$ cat src/rtl/fit_pkg.sv
package fit_pkg;

  localparam int FUNC_W = 4;

  localparam logic [3:0] FN_INV   = 4'd4;
  localparam logic [3:0] FN_CONST = 4'd14;

  // transistor cost per func code
  function automatic logic [3:0] gate_cost(input logic [3:0] f);
    logic [3:0] r;
    case (f)
      4'd0, 4'd2, 4'd8, 4'd10, 4'd11: r = 4'd6;
      4'd1, 4'd3, 4'd13:              r = 4'd8;
      4'd4:                           r = 4'd2;
      4'd5, 4'd12:                    r = 4'd10;
      4'd6:                           r = 4'd12;
      4'd7, 4'd9:                     r = 4'd4;
      default:                        r = 4'd0;
    endcase
    return r;
  endfunction

  // number of source fields a func code reads
  function automatic logic [1:0] gate_arity(input logic [3:0] f);
    logic [1:0] r;
    case (f)
      4'd4:                          r = 2'd1;
      4'd0, 4'd2, 4'd5, 4'd7, 4'd9:  r = 2'd2;
      4'd14, 4'd15:                  r = 2'd0;
      default:                       r = 2'd3;
    endcase
    return r;
  endfunction

  function automatic logic is_gate(input logic [3:0] f);
    return f < FN_CONST;
  endfunction

endpackage

$ cat src/rtl/fit_err_acc.sv
module fit_err_acc #(
  parameter int NI = 3,
  parameter int NO = 2,
  localparam int NV = 1 << NI,
  localparam int VW = $clog2(NV + 1),
  localparam int EW = $clog2(NO * NV + 1)
) (
  input  logic          clk,
  input  logic          rst_n,
  input  logic          start,
  input  logic          vec_valid,
  output logic          vec_ready,
  input  logic [NO-1:0] vec_obs,
  input  logic [NO-1:0] vec_exp,
  output logic [EW-1:0] err_sum,
  output logic          err_done
);

  logic          run;
  logic [VW-1:0] beats;
  logic [EW-1:0] ones;
  logic          take;

  assign vec_ready = run;
  assign take      = run && vec_valid;

  always_comb begin
    ones = '0;
    for (int i = 0; i < NO; i++) ones = ones + EW'(vec_obs[i] ^ vec_exp[i]);
  end

  always_ff @(posedge clk or negedge rst_n) begin
    if (!rst_n) begin
      run      <= 1'b0;
      beats    <= '0;
      err_sum  <= '0;
      err_done <= 1'b0;
    end else if (start) begin
      run      <= 1'b1;
      beats    <= '0;
      err_sum  <= '0;
      err_done <= 1'b0;
    end else if (take) begin
      err_sum <= err_sum + ones;
      beats   <= beats + 1'b1;
      if (beats == VW'(NV - 1)) begin
        run      <= 1'b0;
        err_done <= 1'b1;
      end
    end
  end

endmodule

$ cat src/rtl/fit_pheno.sv
module fit_pheno
  import fit_pkg::*;
#(
  parameter int NI = 3,
  parameter int NO = 2,
  parameter int NN = 8,
  localparam int NS = NI + NN,
  localparam int IW = $clog2(NS),
  localparam int NG = NN + NO,
  localparam int AW = $clog2(NG),
  localparam int GW = FUNC_W + 3 * IW,
  localparam int KW = (NN > 1) ? $clog2(NN) : 1,
  localparam int OW = (NO > 1) ? $clog2(NO) : 1,
  localparam int BW = $clog2(16 * NN + 1),
  localparam int CW = $clog2(NN + 1)
) (
  input  logic          clk,
  input  logic          rst_n,
  input  logic          start,
  output logic [AW-1:0] chr_addr,
  input  logic [GW-1:0] chr_data,
  output logic [BW-1:0] b_sum,
  output logic [CW-1:0] c_cnt,
  output logic [CW-1:0] d_max,
  output logic          ph_done
);

  typedef enum logic [2:0] {S_IDLE, S_LOAD, S_MARK, S_WALK, S_FIN} ph_state_t;

  localparam logic [IW-1:0] NI_V = IW'(NI);

  ph_state_t     st;
  logic [AW-1:0] ac;
  logic [KW-1:0] k;
  logic [NN-1:0] act;

  logic [IW-1:0]   nsrc [NN][3];
  logic [3:0]      nfun [NN];
  logic [IW-1:0]   osrc [NO];
  logic [CW-1:0]   dep  [NN];

  logic [3:0]    ld_fun;
  logic [OW-1:0] oidx;
  logic [CW-1:0] new_dep;
  logic [CW-1:0] out_dep;

  function automatic logic names_node(input logic [IW-1:0] s);
    return (int'(s) >= NI) && (int'(s) < NS);
  endfunction

  function automatic logic [KW-1:0] node_of(input logic [IW-1:0] s);
    logic [IW-1:0] t;
    t = s - NI_V;
    return t[KW-1:0];
  endfunction

  assign chr_addr = ac;
  assign ld_fun   = chr_data[GW-1 -: FUNC_W];
  assign oidx     = OW'(ac - AW'(NN));

  // depth of the node under the forward walk
  always_comb begin
    logic [CW-1:0] mx;
    mx = '0;
    for (int j = 0; j < 3; j++) begin
      if (j < int'(gate_arity(nfun[k])) && names_node(nsrc[k][j]))
        if (dep[node_of(nsrc[k][j])] > mx) mx = dep[node_of(nsrc[k][j])];
    end
    new_dep = is_gate(nfun[k]) ? mx + 1'b1 : '0;
  end

  // deepest node named by an output gene
  always_comb begin
    out_dep = '0;
    for (int o = 0; o < NO; o++) begin
      if (names_node(osrc[o]) && dep[node_of(osrc[o])] > out_dep)
        out_dep = dep[node_of(osrc[o])];
    end
  end

  // decoded gene store
  always_ff @(posedge clk) begin
    if (st == S_LOAD) begin
      if (int'(ac) < NN) begin
        nfun[ac[KW-1:0]] <= ld_fun;
        for (int j = 0; j < 3; j++) nsrc[ac[KW-1:0]][j] <= chr_data[j*IW +: IW];
      end else begin
        osrc[oidx] <= chr_data[IW-1:0];
      end
    end
    if (st == S_WALK) dep[k] <= new_dep;
  end

  always_ff @(posedge clk or negedge rst_n) begin
    if (!rst_n) begin
      st      <= S_IDLE;
      ac      <= '0;
      k       <= '0;
      act     <= '0;
      b_sum   <= '0;
      c_cnt   <= '0;
      d_max   <= '0;
      ph_done <= 1'b0;
    end else begin
      case (st)
        S_IDLE: begin
          if (start) begin
            st      <= S_LOAD;
            ac      <= '0;
            act     <= '0;
            ph_done <= 1'b0;
          end
        end
        S_LOAD: begin
          if (int'(ac) >= NN && names_node(chr_data[IW-1:0]))
            act[node_of(chr_data[IW-1:0])] <= 1'b1;
          if (int'(ac) == NG - 1) begin
            st <= S_MARK;
            k  <= KW'(NN - 1);
          end else begin
            ac <= ac + 1'b1;
          end
        end
        S_MARK: begin
          if (act[k]) begin
            for (int j = 0; j < 3; j++) begin
              if (j < int'(gate_arity(nfun[k])) && names_node(nsrc[k][j]))
                act[node_of(nsrc[k][j])] <= 1'b1;
            end
          end
          if (k == '0) begin
            st    <= S_WALK;
            b_sum <= '0;
            c_cnt <= '0;
          end else begin
            k <= k - 1'b1;
          end
        end
        S_WALK: begin
          if (act[k] && is_gate(nfun[k])) begin
            b_sum <= b_sum + BW'(gate_cost(nfun[k]));
            c_cnt <= c_cnt + 1'b1;
          end
          if (int'(k) == NN - 1) st <= S_FIN;
          else k <= k + 1'b1;
        end
        S_FIN: begin
          d_max   <= out_dep;
          ph_done <= 1'b1;
          ac      <= '0;
          st      <= S_IDLE;
        end
        default: st <= S_IDLE;
      endcase
    end
  end

endmodule

$ cat src/rtl/fit_weigh.sv
module fit_weigh #(
  parameter int NN   = 8,
  parameter int EW   = 5,
  parameter int BW   = 8,
  parameter int CW   = 4,
  parameter int FITW = 48
) (
  input  logic [EW-1:0]   a_err,
  input  logic [BW-1:0]   b_tr,
  input  logic [CW-1:0]   c_gt,
  input  logic [CW-1:0]   d_dl,
  output logic [FITW-1:0] fit
);

  localparam longint G1 = longint'(NN) + 1;
  localparam longint G2 = G1 * G1;
  localparam longint G3 = (16 * longint'(NN) + 1) * G2;

  logic [63:0] total;

  assign total = 64'd1
               + 64'(a_err) * 64'(G3)
               + 64'(b_tr)  * 64'(G2)
               + 64'(c_gt)  * 64'(G1)
               + 64'(d_dl);
  assign fit = total[FITW-1:0];

endmodule

$ cat src/rtl/fit_scorer.sv
module fit_scorer
  import fit_pkg::*;
#(
  parameter int NI   = 3,
  parameter int NO   = 2,
  parameter int NN   = 8,
  parameter int FITW = 48,
  localparam int NS = NI + NN,
  localparam int IW = $clog2(NS),
  localparam int AW = $clog2(NN + NO),
  localparam int GW = FUNC_W + 3 * IW,
  localparam int EW = $clog2(NO * (1 << NI) + 1),
  localparam int BW = $clog2(16 * NN + 1),
  localparam int CW = $clog2(NN + 1)
) (
  input  logic            clk,
  input  logic            rst_n,
  input  logic            start,
  output logic            busy,
  output logic            done,
  output logic [FITW-1:0] fitness,
  output logic [AW-1:0]   chr_addr,
  input  logic [GW-1:0]   chr_data,
  input  logic            vec_valid,
  output logic            vec_ready,
  input  logic [NO-1:0]   vec_obs,
  input  logic [NO-1:0]   vec_exp
);

  logic            go;
  logic [EW-1:0]   err_sum;
  logic            err_done;
  logic [BW-1:0]   b_sum;
  logic [CW-1:0]   c_cnt;
  logic [CW-1:0]   d_max;
  logic            ph_done;
  logic [FITW-1:0] fit_w;

  assign go = start && !busy;

  fit_err_acc #(.NI(NI), .NO(NO)) u_err (
    .clk, .rst_n, .start(go),
    .vec_valid, .vec_ready, .vec_obs, .vec_exp,
    .err_sum, .err_done
  );

  fit_pheno #(.NI(NI), .NO(NO), .NN(NN)) u_pheno (
    .clk, .rst_n, .start(go),
    .chr_addr, .chr_data,
    .b_sum, .c_cnt, .d_max, .ph_done
  );

  fit_weigh #(.NN(NN), .EW(EW), .BW(BW), .CW(CW), .FITW(FITW)) u_weigh (
    .a_err(err_sum), .b_tr(b_sum), .c_gt(c_cnt), .d_dl(d_max), .fit(fit_w)
  );

  always_ff @(posedge clk or negedge rst_n) begin
    if (!rst_n) begin
      busy    <= 1'b0;
      done    <= 1'b0;
      fitness <= '0;
    end else begin
      done <= 1'b0;
      if (go) begin
        busy <= 1'b1;
      end else if (busy && err_done && ph_done) begin
        busy    <= 1'b0;
        done    <= 1'b1;
        fitness <= fit_w;
      end
    end
  end

endmodule

$ cat config.mk
export PLATFORM = sky130hd
export DESIGN_NAME = fit_scorer
export DESIGN_NICKNAME = d
export VERILOG_FILES = /design/src/rtl/fit_pkg.sv /design/src/rtl/fit_err_acc.sv /design/src/rtl/fit_pheno.sv /design/src/rtl/fit_weigh.sv /design/src/rtl/fit_scorer.sv
export SDC_FILE = /design/constraint.sdc
export NUM_CORES = 1
export LEC_CHECK = 0
export BUFFER_PORTS_ARGS = -buffer_cell sky130_fd_sc_hd__buf_2
export CORE_ASPECT_RATIO = 2
export CORE_UTILIZATION = 55
export CTS_CLUSTER_DIAMETER = 40
export DETAILED_ROUTE_END_ITERATION = 8
export GPL_TIMING_DRIVEN = 0
export MAX_ROUTING_LAYER = met4
export PLACE_DENSITY = 0.73
export REMOVE_ABC_BUFFERS = 1
export SYNTH_ARGS = -nofsm -noshare
export SYNTH_HDL_FRONTEND = slang
export SYNTH_SLANG_ARGS = --single-unit
$ cat constraint.sdc
create_clock -name clk -period 7.8 [get_ports clk]
set_input_delay 0 -clock clk [delete_from_list [all_inputs] [get_ports clk]]
set_output_delay 0 -clock clk [all_outputs]
set_load 0.05 [all_outputs]
# [Word level (Yosys, flattened, before mapping)]
# Memory sizes are Yosys's and may differ from the RTL's.
# Cells that the tools add are included.
[classes] add_sub_neg=20 n_mul=3 div=0 order_cmp=35 eq_ne=17 n_shift=0 mux=80 bitwise_logic=7 reduce_logical=43
[ops] cell="two-way mux 8 bit" count=12
[ops] cell="two-way mux 4 bit" count=17
[ops] cell="adder 48 x 15 -> 48 bit" count=1
[ops] cell="adder 48 x 4 -> 48 bit" count=1
[ops] cell="adder 48 x 8 -> 48 bit" count=1
[ops] cell="< comparator 4 bit, second input constant" count=8
[ops] cell="bitwise OR 8 bit" count=4
[ops] cell=">= comparator 4 x 2 -> 1 bit, second input constant" count=6
[ops] cell="logical AND 1 bit" count=24
[ops] cell="two-way mux 1 bit" count=24
[ops] cell="one-hot mux 8 bit (3 select lines)" count=1
[ops] cell="two-way mux 3 bit" count=7
[ops] cell="adder 1 x 19 -> 20 bit, first input constant" count=1
[ops] cell="< comparator 3 x 4 -> 1 bit, second input constant" count=5
[ops] cell="multiplier 5 x 14 -> 19 bit, second input constant" count=1
[ops] cell="subtractor 3 x 2 -> 3 bit, second input constant" count=6
[ops] cell="adder 4 x 1 -> 4 bit, second input constant" count=4
[ops] cell="!= test 2 bit, second input constant" count=8
[ops] cell="one-hot mux 8 bit (2 select lines)" count=1
[ops] cell="multiplier 8 x 7 -> 15 bit, second input constant" count=1
[ops] cell="demux 1 bit (select 3 bit)" count=4
[ops] cell=">= comparator 3 x 1 -> 1 bit, second input constant" count=4
[ops] cell="greater-than comparator 4 bit" count=3
[ops] cell="two-way mux 2 bit" count=6
[ops] cell="other kinds (32)" count=55
[totals] ff_bits=96 latchBits=0 mem_bits_rw=168 mem_bits_ro=240 in_bits=24 output_inout_bits=55 mem_count=11
[mem_list] name="u_pheno.nsrc" words=8 width=12 rd=1 rd_ports_with_merged_regs=0 write_ports=1 line_no="fit_pheno.sv:37" rtl="logic [IW-1:0] nsrc [NN][3];"
[mem_list] name="(no name shown)" words=16 width=3 rd=1 rd_ports_with_merged_regs=0 write_ports=0 line_no="fit_pkg.sv:11" rtl="case (f)"
[mem_list] name="(no name shown)" words=16 width=2 rd=1 rd_ports_with_merged_regs=0 write_ports=0 line_no="fit_pkg.sv:26" rtl="case (f)"
[mem_list] name="(no name shown)" words=16 width=2 rd=1 rd_ports_with_merged_regs=0 write_ports=0 line_no="fit_pkg.sv:26"
[mem_list] name="(no name shown)" words=16 width=2 rd=1 rd_ports_with_merged_regs=0 write_ports=0 line_no="fit_pkg.sv:26"
[mem_list] name="(no name shown)" words=16 width=2 rd=1 rd_ports_with_merged_regs=0 write_ports=0 line_no="fit_pkg.sv:26"
[mem_list] name="+5 memories"

# [Longest topological paths before layout]
# Gate-level depths: netlist (run 1).
# An unclocked memory read counts as a cell.
[depth] word_depth=18 ltp_mapped=36

# [By module]
# From an unflattened synthesis (run 1), not the netlist that was laid out.
[unflattened] hier_cells=1394 hier_area_um2=16658.5
[modules_own_cells] module="fit_pheno" instances=1 cells_each=892 area_each_um2=11099.4 seq_area_each_um2=5895.7
[modules_own_cells] module="fit_weigh" instances=1 cells_each=341 area_each_um2=3091.7 seq_area_each_um2=0.0
[modules_own_cells] module="fit_scorer" instances=1 cells_each=107 area_each_um2=1913.1 seq_area_each_um2=1251.2
[modules_own_cells] module="fit_err_acc" instances=1 cells_each=54 area_each_um2=554.3 seq_area_each_um2=275.3

# [Least setup slack after synthesis (run 1)]
# OpenSTA, ideal clock, no wires.
[synth_path] kind="register -> register" start="register u_pheno.k[2]" end="memory u_pheno.dep[0][3], data pin" arrival_ps=6897 path_slack_ps=680 stages_incl_launch_ff=32 n_path_buf=6 period_less_slack_ps=7120 path_cell_list="dfrtp_1 buf_6 clkbuf_8 clkbuf_1 buf_2 buf_1 mux4_2 mux2_2 ha_1 clkbuf_1 and2b_1 a22o_1 a2111oi_0 inv_1 ha_1 nor2b_1 o21a_1 o21a_1 o21ai_0 nor3_4 mux2_1 inv_1 ha_1 nor2b_1 o21ai_0 nand2b_1 a21oi_1 a41o_2 nor3_4 mux2i_1 o2111ai_2 xor2_1"
[synth_via] elab_chain_len=14
[synth_rtl] element="from (decl)" line_no="fit_pheno.sv:34" rtl="logic [KW-1:0] k;"
[synth_rtl] element="from (signal assigned)" line_no="fit_pheno.sv:119" rtl="k <= KW'(NN - 1);"
[synth_rtl] element="from (signal assigned)" line_no="fit_pheno.sv:136" rtl="k <= k - 1'b1;"
[synth_rtl] element="from (signal assigned)" line_no="fit_pheno.sv:145" rtl="else k <= k + 1'b1;"
[synth_rtl] element="memory (8 x 12 bit)"
[synth_rtl] element="subtractor 3 x 2 -> 3 bit" line_no="fit_pheno.sv:53" rtl="t = s - NI_V;"
[synth_rtl] element="memory (8 x 4 bit)"
[synth_rtl] element="greater-than comparator 4 x 1 -> 1 bit" line_no="fit_pheno.sv:67" rtl="if (dep[node_of(nsrc[k][j])] > mx) mx = dep[node_of(nsrc[k][j])];"
[synth_rtl] element="two-way mux 4 bit" line_no="fit_pheno.sv:67"
[synth_rtl] element="two-way mux 4 bit" line_no="fit_pheno.sv:66" rtl="if (j < int'(gate_arity(nfun[k])) && names_node(nsrc[k][j]))"
[synth_rtl] element="greater-than comparator 4 bit" line_no="fit_pheno.sv:67"
[synth_rtl] element="two-way mux 4 bit" line_no="fit_pheno.sv:67"
[synth_rtl] element="two-way mux 4 bit" line_no="fit_pheno.sv:66"
[synth_rtl] element="greater-than comparator 4 bit" line_no="fit_pheno.sv:67"
[synth_rtl] element="two-way mux 4 bit" line_no="fit_pheno.sv:67"
[synth_rtl] element="two-way mux 4 bit" line_no="fit_pheno.sv:66"
[synth_rtl] element="adder 4 x 1 -> 4 bit" line_no="fit_pheno.sv:69" rtl="new_dep = is_gate(nfun[k]) ? mx + 1'b1 : '0;"
[synth_rtl] element="two-way mux 4 bit *" line_no="fit_pheno.sv:69"
[synth_rtl] element="named net u_pheno.new_dep[3]" line_no="fit_pheno.sv:44" rtl="logic [CW-1:0] new_dep;"
[synth_rtl] element="to (decl)" line_no="fit_pheno.sv:40" rtl="logic [CW-1:0] dep [NN];"
# The timed path passes the listed nets; every way through them passes the cells marked *.

# [Worst setup path in the final report (run 1)]
[layout_path] start="register u_pheno.k[1]" end="memory u_pheno.dep[0][3], data pin"
# The elaborated chain is that of the path after synthesis.

==> results of run 1 <==
## layout make-up
type | instances | area, um^2
Clock inverter | 16 | 210
Timing Repair Buffer | 98 | 754
Inverter | 76 | 289
Fill cell | 2114 | 10100
Clock buffer | 29 | 641
Tap cell | 348 | 435
Sequential cell | 236 | 6760
Multi-Input combinational cell | 899 | 7710
## per-layer routing
layer	vias up	part of all wire (%)
li1	4764	-
met3	128	3.6
met2	304	58
met1	4992	32
met4	0	6.6
met5	-	0
## repair_timing
item / in CTS / in global routing
hold buffers: 21 / 0
endpoints found under the setup margin: 32 / 32
gates resized for setup: 11 / 3
pin swaps: 0 / 3
setup buffers: 2 / 7
hold endpoints to repair: 208 / 0
## worst reg2reg max path, delay by kind of cell, from the launching register on
kind	cells	cell delay (ns)
AND/OR/NAND/NOR	7	1.51
AO/OA/AOI/OAI	10	1.89
XOR/XNOR	1	0.24
adder cells (fa/ha/maj)	3	0.62
buffers and inverters	5	0.88
multiplexers	3	1.42
flip-flops	1	0.59
## final timing paths
path / slack (ns) / from / depth (start not counted) / to
setup / recovery: 0.38 / u_pheno.k[1]$_DFFE_PN0P_ / 29 / u_pheno.dep[0][3]$_DFFE_PP_
hold / removal: 0.13 / vec_exp[1] / 5 / u_err.err_sum[0]$_DFFE_PN0P_
setup reg to reg: 0.38 / u_pheno.k[1]$_DFFE_PN0P_ / 29 / u_pheno.dep[0][3]$_DFFE_PP_
hold reg to reg: 0.47 / fitness[13]$_DFFE_PN0P_ / 2 / fitness[13]$_DFFE_PN0P_
max in group asynchronous: 6.05 / rst_n / 4 / fitness[15]$_DFFE_PN0P_
min in group asynchronous: 0.50 / rst_n / 4 / fitness[2]$_DFFE_PN0P_
## state kept, by name, summed over array words and instances, names as in the netlist, 3 cells and up
| name | cells |
|---|---|
| u_pheno.osrc | 8 |
| u_err.beats | 4 |
| u_pheno.d_max | 4 |
| u_pheno.dep | 32 |
| u_err.err_sum | 5 |
| fitness | 21 |
| u_pheno.chr_addr | 4 |
| u_pheno.k | 3 |
| u_pheno.nsrc | 96 |
| u_pheno.b_sum | 7 |
| u_pheno.act | 8 |
| u_pheno.st | 3 |
| u_pheno.c_cnt | 4 |
| u_pheno.nfun | 32 |
## cell families after synthesis
logic type | Yosys count | synth area share [%]
AOI/OAI and AO/OA | 239 | 10.7
xor gates and xnor gates | 57 | 3.37
adders and majority gates | 152 | 14.0
buffers and inverters | 153 | 5.17
DFF | 236 | 44.9
muxes | 131 | 12.3
other | 2 | 0.0500
and+or+nand+nor | 290 | 9.50
## placed cells by master, fill, tap and decap left out, types with 8 or more instances in the layout
cell type / Yosys / layout
nand2_1: 81 / 81
nor2_1: 86 / 84
dfrtp_1: 68 / 65
nor2b_1: 10 / 10
nand2b_1: 16 / 16
nand3_1: 21 / 21
mux2_2: 22 / 22
a22oi_1: 8 / 8
buf_4: 33 / 17
dlygate4sd3_1: 0 / 21
inv_1: 76 / 75
conb_1: 2 / 30
o22ai_1: 8 / 8
o21a_1: 11 / 11
a21o_1: 17 / 17
buf_2: 9 / 50
o21bai_1: 10 / 10
a21oi_1: 55 / 54
mux2i_1: 63 / 62
a221oi_1: 8 / 8
mux4_2: 35 / 35
nor3_1: 20 / 17
edfxtp_1: 168 / 168
fa_1: 26 / 26
xnor2_1: 27 / 24
a31oi_1: 18 / 18
xor2_1: 29 / 28
clkbuf_16: 0 / 25
ha_1: 126 / 126
o21ai_0: 49 / 48
## per-stage QoR
step / setup WS (ns) / hold WS [ns] / util (%)
floorplan: 0.0253 / -0.296 / -
global placement: -2.07 / 0.251 / 57.0
detailed placement: -0.630 / -0.0946 / 58.0
CTS: 0.00644 / 0.113 / 62.2
global route: -0.0103 / 0.172 / 62.4
finish: 0.381 / 0.130 / 62.4
==> results_dict.tcl, run 1 <==
set metrics [dict create \
    die_area_mm2 0.0280 \
    syn_inst 1260 \
    dr.pass1.iters 6 \
    fp.dieW_um 119 \
    cts.sinks 236 \
    antenna_found_initial 0 \
    arrival_ns 7.68 \
    finalHoldViolCount 0 \
    numCtsBuffers 25 \
    syn_area_per_cell_um2 11.9 \
    synth_ff_type "edfxtp_1" \
    hp-class "in2reg" \
    critPathTopFamily "compound AO/OA/AOI/OAI gates" \
    grtUsageMet2_pct 52.2 \
    grt_usage_pct 27.1 \
    drtIter0Drc 486 \
    placedCellCount 1627 \
    antenna_left 0 \
    finalSetupViolCount 0 \
    rows 85 \
    antennaDiodeCount 0 \
    synth.area.top_cells "edfxtp_1, dfrtp_1, ha_1" \
    grt_pass1_wl_um 56100 \
    slowest_delay_ns 0.59 \
    worst_pin_slew_ns 1.38 \
    cp.required_ns 8.07 \
    cts.reportedPaths.clkPinSlew_ns 0.06 \
    yosysTopAreaCell "edfxtp_1" \
    slew_headroom_pct 8.05 \
    area_growth_pct 11.7 \
    routed_wl_um 35400 \
    crit_buf_inv 5 \
    clock.fmax_mhz 135 \
    initial_utilization_pct 55.9 \
    ys_types 90 \
    io_pins 79 \
    final_cells 1702 \
    final_nets 1512 \
    grt_max_degree 51 \
    coreArea_mm2 0.0269 \
    root_buffer "clkbuf_16" \
    post_dp_cell_area_mm2 0.0156 \
    finalMaxSlewViolations 0 \
    synth_top_area_share_pct 33.6 \
    cp_slowest_cell "dfrtp_4" \
    outcome "completed" \
    synth_seq_cells 236 \
    synth-seq-area-share_pct 44.9 \
    use_met3_pct 3.14 \
    synth_common_cells "edfxtp_1, ha_1, nor2_1, nand2_1, inv_1" \
    cts_tree "done" \
    clock_latency_ns 0.54 \
    post-dp-hpwl_um 27000 \
    cp-end-kind "flop" \
    fin_crit_sh_pct 95.1 \
    ys_async_sr_fraction_pct 28.8 \
    syn_area_mm2 0.0150 \
    gp_congestion 0.916 \
    die_y_um 236 \
    drc 0 \
    use_met1_pct 24.2 \
    synth_most_common_cell "edfxtp_1" \
    finalClockSkew_ns 0.0123 \
    wire_per_inst_um 20.8 \
    cap_violations 0 \
    criticalPathCategory "reg2reg" \
    grt.overflow.total 0 \
    drive_gt1_share_pct 16.6 \
    h-tree-depth 1 \
    yosys_warnings 0 \
    fin_tns_setup_ns 0 \
    period_minus_slack_ns 7.42 \
    synth-edff-count 168 \
    port_buffers 51 \
    clock_path_buffers 3 \
    vias_per_cell 5.99 \
    top_usage_layer "met2" \
    cp-start-kind "flop" \
    final_area_mm2 0.0168 \
    vias 10200 \
    first_global_vias 10700 \
    critPathMaxFanout 37 \
]
Power of run 1 is left out: the tool's default activity adds up to more than one toggle a clock period on the data nets, which glitch-free logic cannot reach.
==> inputs of run 2 (changes only) <==
==> constraint.sdc (replaced) <==
create_clock -name clk -period 7.72 [get_ports clk]
set_input_delay 0 -clock clk [delete_from_list [all_inputs] [get_ports clk]]
set_output_delay 0 -clock clk [all_outputs]
set_load 0.05 [all_outputs]
==> results_dict.tcl, run 2 (synthesized netlist as in run 1, its figures left out) <==
set metrics [dict create \
    outcome "completed" \
    period_minus_slack_ns 7.32 \
    area_growth_pct 11.9 \
    cts_tree "done" \
    fin_tns_setup_ns 0 \
    antennaDiodeCount 0 \
    pre_cts_ws_ns -0.710 \
    io_pins 79 \
    h-tree-depth 1 \
    post-dp-hpwl_um 27000 \
    port_buffers 51 \
    grt_pass1_wl_um 56100 \
    antenna_left 0 \
    cp-end-kind "flop" \
    final_nets 1516 \
    routed_wl_um 35300 \
    numCtsBuffers 25 \
    worst_pin_slew_ns 1.38 \
    layout_common_cells "edfxtp_1, ha_1, nor2_1" \
    drc 0 \
    worst_slack_ns 0.395 \
    clock_path_buffers 3 \
    post_dp_cell_area_mm2 0.0156 \
    cp-start-kind "flop" \
    coreArea_mm2 0.0269 \
    drive_gt1_share_pct 16.9 \
    first_global_vias 10700 \
    slew_headroom_pct 7.94 \
    finalClockSkew_ns 0.0142 \
    clock_latency_ns 0.54 \
    final_area_mm2 0.0168 \
    finalSetupViolCount 0 \
    antenna_found_initial 0 \
    vias 10200 \
    rows 85 \
    gp_congestion 0.916 \
    slowest_delay_ns 0.59 \
    wire_per_inst_um 20.7 \
    largest_register_ffs 96 \
    vias_per_cell 5.99 \
    cp.required_ns 8.05 \
    grt_max_degree 51 \
    crit_buf_inv 4 \
    hp-class "in2reg" \
    fin_crit_sh_pct 94.9 \
    rr_worst_depth 30 \
    rsz0062_at_grt "no" \
    criticalPathCategory "reg2reg" \
    finalHoldViolCount 0 \
    die_area_mm2 0.0280 \
    critPathTopFamily "compound AO/OA/AOI/OAI gates" \
    fp.dieW_um 119 \
    whs_path_depth 5 \
    die_y_um 236 \
    finalMaxSlewViolations 0 \
    initial_utilization_pct 55.9 \
    dr.pass1.iters 7 \
    cap_violations 0 \
    grt_usage_pct 27.1 \
    arrival_ns 7.66 \
    grt.overflow.total 0 \
    cts.reportedPaths.clkPinSlew_ns 0.06 \
    drtIter0Drc 518 \
    critPathMaxFanout 37 \
    final_common_cell "edfxtp_1" \
    cp_slowest_cell "dfrtp_4" \
    clock.fmax_mhz 137 \
    root_buffer "clkbuf_16" \
    cts.sinks 236 \
    utilization_pct 62.5 \
    cp.depth 30 \
]
run 2: cell types whose count changed in the layout (fill, tap and decap cells not counted):
| cell | change |
|---|---|
| buf_4 | +4 |
run 2: layer usage:
metal  share of wire [%]  GRT usage (%)
met2                  58           52.3
met4                 6.6           17.3
met3                 3.3           3.14
met5                   0              -
met1                  32           24.2
run 2: final timing paths:
path / startpoint / endpoint / slack (ns)
max in group asynchronous: rst_n / fitness[15]$_DFFE_PN0P_ / 5.97
max: u_pheno.k[1]$_DFFE_PN0P_ / u_pheno.dep[0][3]$_DFFE_PP_ / 0.40
min: vec_exp[1] / u_err.err_sum[0]$_DFFE_PN0P_ / 0.13
min in group asynchronous: rst_n / fitness[2]$_DFFE_PN0P_ / 0.51
max reg2reg: u_pheno.k[1]$_DFFE_PN0P_ / u_pheno.dep[0][3]$_DFFE_PP_ / 0.40
min reg2reg: fitness[13]$_DFFE_PN0P_ / fitness[13]$_DFFE_PN0P_ / 0.47
run 2: stage by stage:
| step | hold WS (ns) | cells |
|---|---|---|
| 4_1_cts | 0.113 | 1695 |
| 6_report | 0.131 | 1706 |
| 3_5_place_dp | -0.0946 | 1627 |
| 5_1_grt | 0.172 | 1706 |
| 2_1_floorplan | -0.296 | 1211 |
| 3_3_place_gp | 0.251 | 1610 |
run 2: layout make-up:
| type | count | area [um^2] |
|---|---|---|
| clock buffer | 29 | 641 |
| clock inverter | 16 | 210 |
| fill | 2112 | 10100 |
| inverter | 76 | 289 |
| multi-input combinational | 899 | 7710 |
| sequential | 236 | 6760 |
| tap | 348 | 435 |
| timing repair buffer | 102 | 785 |
run 2: tightest hold or removal path, cell delays in order:
cell     delay (ns)
buf_2          0.08
xor2_1         0.18
fa_1           0.20
nand2_1        0.05
a21oi_1        0.11
run 2: what timing repair did:
item                                   4_1_cts  5_1_grt
endpoints found under the hold margin      208        0
pin swaps                                    0        3
hold buffers                                21        0
cloned                                       0        0
setup endpoints to repair                   32       32
resized for setup                           12        2
setup buffers                                2       11
Power of run 2 is left out for the same reason.
